--- config.mk ---
export PLATFORM = sky130hd
export DESIGN_NAME = wdt_top
export DESIGN_NICKNAME = d
export VERILOG_FILES = /design/src/rtl/wdt_pkg.sv /design/src/rtl/wdt_apb_regs.sv /design/src/rtl/wdt_svc_seq.sv /design/src/rtl/wdt_core.sv /design/src/rtl/wdt_top.sv
export SDC_FILE = /design/constraint.sdc
export NUM_CORES = 1
export LEC_CHECK = 0
export BUFFER_PORTS_ARGS = -buffer_cell sky130_fd_sc_hd__buf_2
export CAP_MARGIN = 10
export CORE_MARGIN = 4
export CORE_UTILIZATION = 30
export CTS_CLUSTER_DIAMETER = 200
export DETAILED_ROUTE_END_ITERATION = 10
export PLACE_DENSITY = 0.47
export SETUP_SLACK_MARGIN = 0.15
export SYNTH_ARGS = -nofsm -noshare
export SYNTH_HDL_FRONTEND = slang
export SYNTH_SLANG_ARGS = --single-unit
--- constraint.sdc ---
create_clock -name clk -period 2.95 [get_ports clk]
set_input_delay 0.1475 -clock clk [delete_from_list [all_inputs] [get_ports clk]]
set_output_delay 0.1475 -clock clk [all_outputs]
set_load 0.02 [all_outputs]
--- src/rtl/wdt_pkg.sv ---
package wdt_pkg;
  localparam int SEL_W    = 4;
  localparam int NUM_TAPS = 1 << SEL_W;

  localparam logic [11:0] OFS_CTRL    = 12'h000;
  localparam logic [11:0] OFS_RESTART = 12'h004;
  localparam logic [11:0] OFS_STATUS  = 12'h008;

  localparam logic [7:0] KEY_FIRST  = 8'hA5;
  localparam logic [7:0] KEY_SECOND = 8'h5A;

  // control register image, bit 0 at the bottom
  typedef struct packed {
    logic [SEL_W-1:0] rst_sel;   // [10:7]
    logic [SEL_W-1:0] int_sel;   // [6:3]
    logic             rst_en;    // [2]
    logic             irq_en;    // [1]
    logic             run;       // [0]
  } ctrl_t;

  localparam int CTRL_W = $bits(ctrl_t);

  typedef enum logic [1:0] {
    PH_INT  = 2'd0,
    PH_RST  = 2'd1,
    PH_DONE = 2'd2
  } phase_e;
endpackage

--- src/rtl/wdt_apb_regs.sv ---
module wdt_apb_regs
  import wdt_pkg::*;
#(
  parameter int ADDR_W = 12,
  parameter int DATA_W = 32
) (
  input  logic              clk,
  input  logic              rst_n,
  input  logic              psel,
  input  logic              penable,
  input  logic              pwrite,
  input  logic [ADDR_W-1:0] paddr,
  input  logic [DATA_W-1:0] pwdata,
  output logic [DATA_W-1:0] prdata,
  output ctrl_t             ctrl,
  output logic              rs_wr,
  output logic [7:0]        rs_data,
  input  logic              pending,
  input  logic              armed
);
  localparam logic [ADDR_W-1:0] A_CTRL = ADDR_W'(OFS_CTRL);
  localparam logic [ADDR_W-1:0] A_RS   = ADDR_W'(OFS_RESTART);
  localparam logic [ADDR_W-1:0] A_STAT = ADDR_W'(OFS_STATUS);

  logic wr_acc;
  logic rd_phase;
  logic unused_hi;

  assign wr_acc    = psel && penable && pwrite;
  assign rd_phase  = psel && !pwrite;
  assign unused_hi = ^pwdata[DATA_W-1:CTRL_W];

  always_ff @(posedge clk) begin
    if (!rst_n) begin
      ctrl <= '0;
    end else if (wr_acc && paddr == A_CTRL) begin
      ctrl <= ctrl_t'(pwdata[CTRL_W-1:0]);
    end
  end

  assign rs_wr   = wr_acc && (paddr == A_RS);
  assign rs_data = pwdata[7:0];

  always_comb begin
    prdata = '0;
    if (rd_phase) begin
      if (paddr == A_CTRL)      prdata = DATA_W'(ctrl);
      else if (paddr == A_STAT) prdata = DATA_W'({armed, pending});
    end
  end
endmodule

--- src/rtl/wdt_svc_seq.sv ---
module wdt_svc_seq
  import wdt_pkg::*;
(
  input  logic       clk,
  input  logic       rst_n,
  input  logic       rs_wr,
  input  logic [7:0] rs_data,
  output logic       armed,
  output logic       svc
);
  assign svc = rs_wr && armed && (rs_data == KEY_SECOND);

  always_ff @(posedge clk) begin
    if (!rst_n)     armed <= 1'b0;
    else if (rs_wr) armed <= (rs_data == KEY_FIRST);
  end
endmodule

--- src/rtl/wdt_core.sv ---
module wdt_core
  import wdt_pkg::*;
#(
  parameter int CNT_W    = 32,
  parameter int BASE_EXP = 16
) (
  input  logic             clk,
  input  logic             rst_n,
  input  logic             run,
  input  logic             rst_en,
  input  logic [SEL_W-1:0] int_sel,
  input  logic [SEL_W-1:0] rst_sel,
  input  logic             svc,
  output logic             pending,
  output logic             rst_pulse
);
  logic [CNT_W-1:0] tap_lim [NUM_TAPS];
  logic [CNT_W-1:0] cnt;
  logic [SEL_W-1:0] act_int;
  logic [SEL_W-1:0] act_rst;
  logic             live;
  phase_e           phase;

  // terminal count of each tap: 2^(BASE_EXP+g) - 1
  for (genvar g = 0; g < NUM_TAPS; g++) begin : g_tap
    assign tap_lim[g] = (CNT_W'(1) << (BASE_EXP + g)) - CNT_W'(1);
  end

  always_ff @(posedge clk) begin
    if (!rst_n) begin
      cnt       <= '0;
      act_int   <= '0;
      act_rst   <= '0;
      live      <= 1'b0;
      phase     <= PH_INT;
      pending   <= 1'b0;
      rst_pulse <= 1'b0;
    end else if (!run) begin
      cnt       <= '0;
      live      <= 1'b0;
      phase     <= PH_INT;
      pending   <= 1'b0;
      rst_pulse <= 1'b0;
    end else if (!live) begin
      // first running cycle: capture selects, this cycle already counts
      live      <= 1'b1;
      act_int   <= int_sel;
      act_rst   <= rst_sel;
      cnt       <= CNT_W'(1);
      rst_pulse <= 1'b0;
    end else if (svc) begin
      act_int   <= int_sel;
      act_rst   <= rst_sel;
      cnt       <= '0;
      phase     <= PH_INT;
      pending   <= 1'b0;
      rst_pulse <= 1'b0;
    end else begin
      rst_pulse <= 1'b0;
      unique case (phase)
        PH_INT: begin
          if (cnt == tap_lim[act_int]) begin
            cnt     <= '0;
            pending <= 1'b1;
            phase   <= PH_RST;
          end else begin
            cnt <= cnt + CNT_W'(1);
          end
        end
        PH_RST: begin
          if (cnt == tap_lim[act_rst]) begin
            cnt       <= '0;
            rst_pulse <= rst_en;
            phase     <= PH_DONE;
          end else begin
            cnt <= cnt + CNT_W'(1);
          end
        end
        default: cnt <= cnt;
      endcase
    end
  end
endmodule

--- src/rtl/wdt_top.sv ---
module wdt_top
  import wdt_pkg::*;
#(
  parameter int ADDR_W   = 12,
  parameter int DATA_W   = 32,
  parameter int CNT_W    = 32,
  parameter int BASE_EXP = 16
) (
  input  logic              clk,
  input  logic              rst_n,
  input  logic              psel,
  input  logic              penable,
  input  logic              pwrite,
  input  logic [ADDR_W-1:0] paddr,
  input  logic [DATA_W-1:0] pwdata,
  output logic [DATA_W-1:0] prdata,
  output logic              irq_o,
  output logic              rst_req_o
);
  ctrl_t      ctrl_q;
  logic       rs_wr;
  logic [7:0] rs_data;
  logic       armed;
  logic       svc;
  logic       pending;
  logic       ctrl_run;

  assign ctrl_run = ctrl_q.run;

  wdt_apb_regs #(.ADDR_W(ADDR_W), .DATA_W(DATA_W)) u_regs (
    .clk(clk), .rst_n(rst_n), .psel(psel), .penable(penable),
    .pwrite(pwrite), .paddr(paddr), .pwdata(pwdata), .prdata(prdata),
    .ctrl(ctrl_q), .rs_wr(rs_wr), .rs_data(rs_data),
    .pending(pending), .armed(armed)
  );

  wdt_svc_seq u_seq (
    .clk(clk), .rst_n(rst_n), .rs_wr(rs_wr), .rs_data(rs_data),
    .armed(armed), .svc(svc)
  );

  wdt_core #(.CNT_W(CNT_W), .BASE_EXP(BASE_EXP)) u_core (
    .clk(clk), .rst_n(rst_n), .run(ctrl_q.run), .rst_en(ctrl_q.rst_en),
    .int_sel(ctrl_q.int_sel), .rst_sel(ctrl_q.rst_sel), .svc(svc),
    .pending(pending), .rst_pulse(rst_req_o)
  );

  assign irq_o = pending && ctrl_q.irq_en;
endmodule

==> results.cfg <==
[run_status]
status = complete, no violations

[job]
drv_cap = 0

[floorplan]
start_util_pct = 31.1
rows = 39
die_width_um = 118
io_pins = 83
core-area_um2 = 11600
dieArea_um2 = 13900
fp.dieH_um = 118

[placement]
dp.cells = 607
dpl.hpwl_mm = 6.54
place_congestion = 0.796
dpl_worst_slack_ns = 0.189
io_buffers = 40
placed_area_um2 = 3900

[setup_path]
crit_fanout = 15
crit_required_ns = 3.17
start_kind = register
r2r_slack_ns = 0.35
critPathKind = register to register
reg2regPathDepth = 8
cp_cell_sequence = or2_1 > or4_1 > a32oi_1 > nand4b_1 > or4b_1 > o211ai_4 > buf_4 > nor2_1
critPathSlowestCell = or4b_1
reg2reg_to = u_core.cnt[7]
r2r-start = u_core.act_int[1]
crit_family = simple AND/OR/NAND/NOR gates
cp.arrival_ns = 2.82
cp-end-kind = register
cp_slowest_stage_delay_ns = 0.55
path_buf_inv = 1

[timing]
finalHoldViolations = 0
drv_slew = 0
fmax_ghz = 0.384
max_slew_margin_pct = 40.0
setup_ws_ns = 0.347
rsz0062_at_grt = false
fin_crit_ns = 2.60
fin_worst_skew_ns = 0.00776
worst_hold_slack_ns = 0.0853
period_share_pct = 88.2
tns_ns = 0
finalSetupViolCount = 0
worstMarginPinSlew_ns = 0.895

[detailed_routing]
routed_wl_mm = 8.53
wl_per_cell_um = 13.7
via_count = 3077
ant_nets = 0
drt_first_iter_violations = 171
first_pass_iters = 4
drc = 0
routed_via_density = 4.95

[yosys]
yosysUniqueCellTypes = 68
syn_area_um2 = 3610
syn_avg_cell_area_um2 = 8.28
synth_cells = 436
yosys_warnings = 0
async_reset_ff_share_pct = 0
synth_top_flop_cell = dfxtp_1
synth_edf_count = 0
ys_ff_latch = 57
yosysSeqAreaShare_pct = 31.6

[clock_network]
postCtsHoldBufs = 0
htreeDepth = 3
path_clk_slew_ns = 0.05
cts_tree = done
clock_sinks = 57
cts_buffers = 9
clock_latency_ns = 0.33
cts_setup_buffers = 0
root_buffer = clkbuf_16
cts_buffer_depth = 2

[cells_and_area]
drive_gt1_share_pct = 21.3
layout_common_cells = dfxtp_1, buf_2, nand2_1, nor2_1, nor2b_1
antenna_cells = 0
fin_cells = 622
postLayoutCellArea_um2 = 4220
final_util_pct = 36.3
syn_to_final_growth_pct = 16.8
nFillCells = 1211
layout.nets = 525
final_common_cell = dfxtp_1

[grt]
grt_overflow_total = 0
antenna_found_initial = 0
grt_pass1_wl_mm = 14.6
grt_pass1_vias = 2896
grt_max_degree = 22
gr-usage-all-layers_pct = 12.7

[pwr]
power.density_nw_per_um2 = 441
leakagePower_nw = 1.56
ir_drop_mv = 0.254
finalPower_mw = 1.86

[min_path]
hp-class = primary input to register
holdCritStartpoint = pwdata[9]
hold-path-cell-count = 3
min_to = u_regs.ctrl[9]
==> synth_stat cells (4+ instances only) <==
library cell,count,area [um2]
mux2i_1,21,210
a211oi_1,4,30.0
clkbuf_1,11,41.3
or2_1,4,25.0
a21oi_1,11,55.1
o21a_1,4,30.0
nor4_1,10,62.6
o21ai_0,7,35.0
xor2_1,17,149
nand2_1,28,105
xnor2_1,16,140
nor2_1,28,105
nor2b_1,27,169
nor2_2,20,125
buf_4,24,180
nand3_1,12,60.1
nor3_1,10,50.1
dfxtp_1,57,1140
buf_2,7,35.0
inv_1,17,63.8
nand4b_1,4,35.0
and3_1,6,37.5
and2_1,11,68.8
nand4_1,13,81.3
==> routing by layer <==
| layer | routed length [um] | share of wire (%) | GRT usage (%) | vias to the layer above |
|---|---|---|---|---|
| li1 | - | - | - | 1566 |
| met1 | 4190 | 49 | 17.1 | 1427 |
| met2 | 3850 | 45 | 20.3 | 78 |
| met3 | 406 | 4.8 | 3.36 | 6 |
| met4 | 82 | 0.96 | 3.08 | 0 |
| met5 | 0 | 0 | 0 | - |
==> flip-flops by register name, indices dropped and copies added, names as in the netlist <==
name and flops:
u_core.rst_pulse 1, u_core.live 1, u_core.pending 1, u_core.act_rst 4
u_core.phase 2, u_regs.ctrl 11, u_core.act_int 4, u_seq.armed 1
u_core.cnt 32
==> cell type report <==
type                            instances  area, um2  share of cell area, %
Clock buffer                           12        256                   6.08
Multi-Input combinational cell        334       2210                   52.4
Timing Repair Buffer                   53        310                   7.36
Inverter                               20       75.1                   1.78
Clock inverter                          3       40.0                  0.949
Tap cell                              143        179                   4.24
Sequential cell                        57       1150                   27.2
==> how the worst max path moves through the flow <==
stage                           start              to  slack (ns)  cells past startpoint
global placement    u_core.act_int[1]   u_core.cnt[7]        0.24                      8
global route        u_core.act_int[2]  u_core.cnt[22]        0.17                      8
detailed placement  u_core.act_int[1]  u_core.cnt[29]        0.19                      8
CTS                 u_core.act_int[1]   u_core.cnt[7]        0.17                      8
floorplan              u_core.cnt[30]  u_core.cnt[20]        0.64                      9
finish              u_core.act_int[1]   u_core.cnt[7]        0.35                      8
==> kinds of logic after synthesis <==
logic type / Yosys count / synth area share, %
muxes: 21 / 5.82
other: 1 / 0.104
AOI/OAI and AO/OA: 61 / 12.7
and+or+nand+nor: 196 / 31.2
xor gates and xnor gates: 33 / 8.00
adders and majority gates: 2 / 0.623
DFF: 57 / 31.6
buffers and inverters: 65 / 9.94
==> worst min-delay path, delay by kind of cell <==
kind                   cells  cell delay (ns)
buffers and inverters      1             0.07
AND/OR/NAND/NOR            1             0.09
multiplexers               1             0.06
==> power by group <==
group	internal [mW]	total (mW)	switching (mW)
combinational	0.0194	0.0571	0.0377
clock	0.690	1.03	0.341
sequential	0.770	0.770	0.00000418
total	1.48	1.86	0.379
==> repair_timing <==
| action | 4_1_cts | 5_1_grt |
|---|---|---|
| setup endpoints to repair | 0 | 23 |
| resized for setup | 0 | 7 |
| endpoints found under the hold margin | 0 | 0 |
Power figures use the tool's default switching activity.
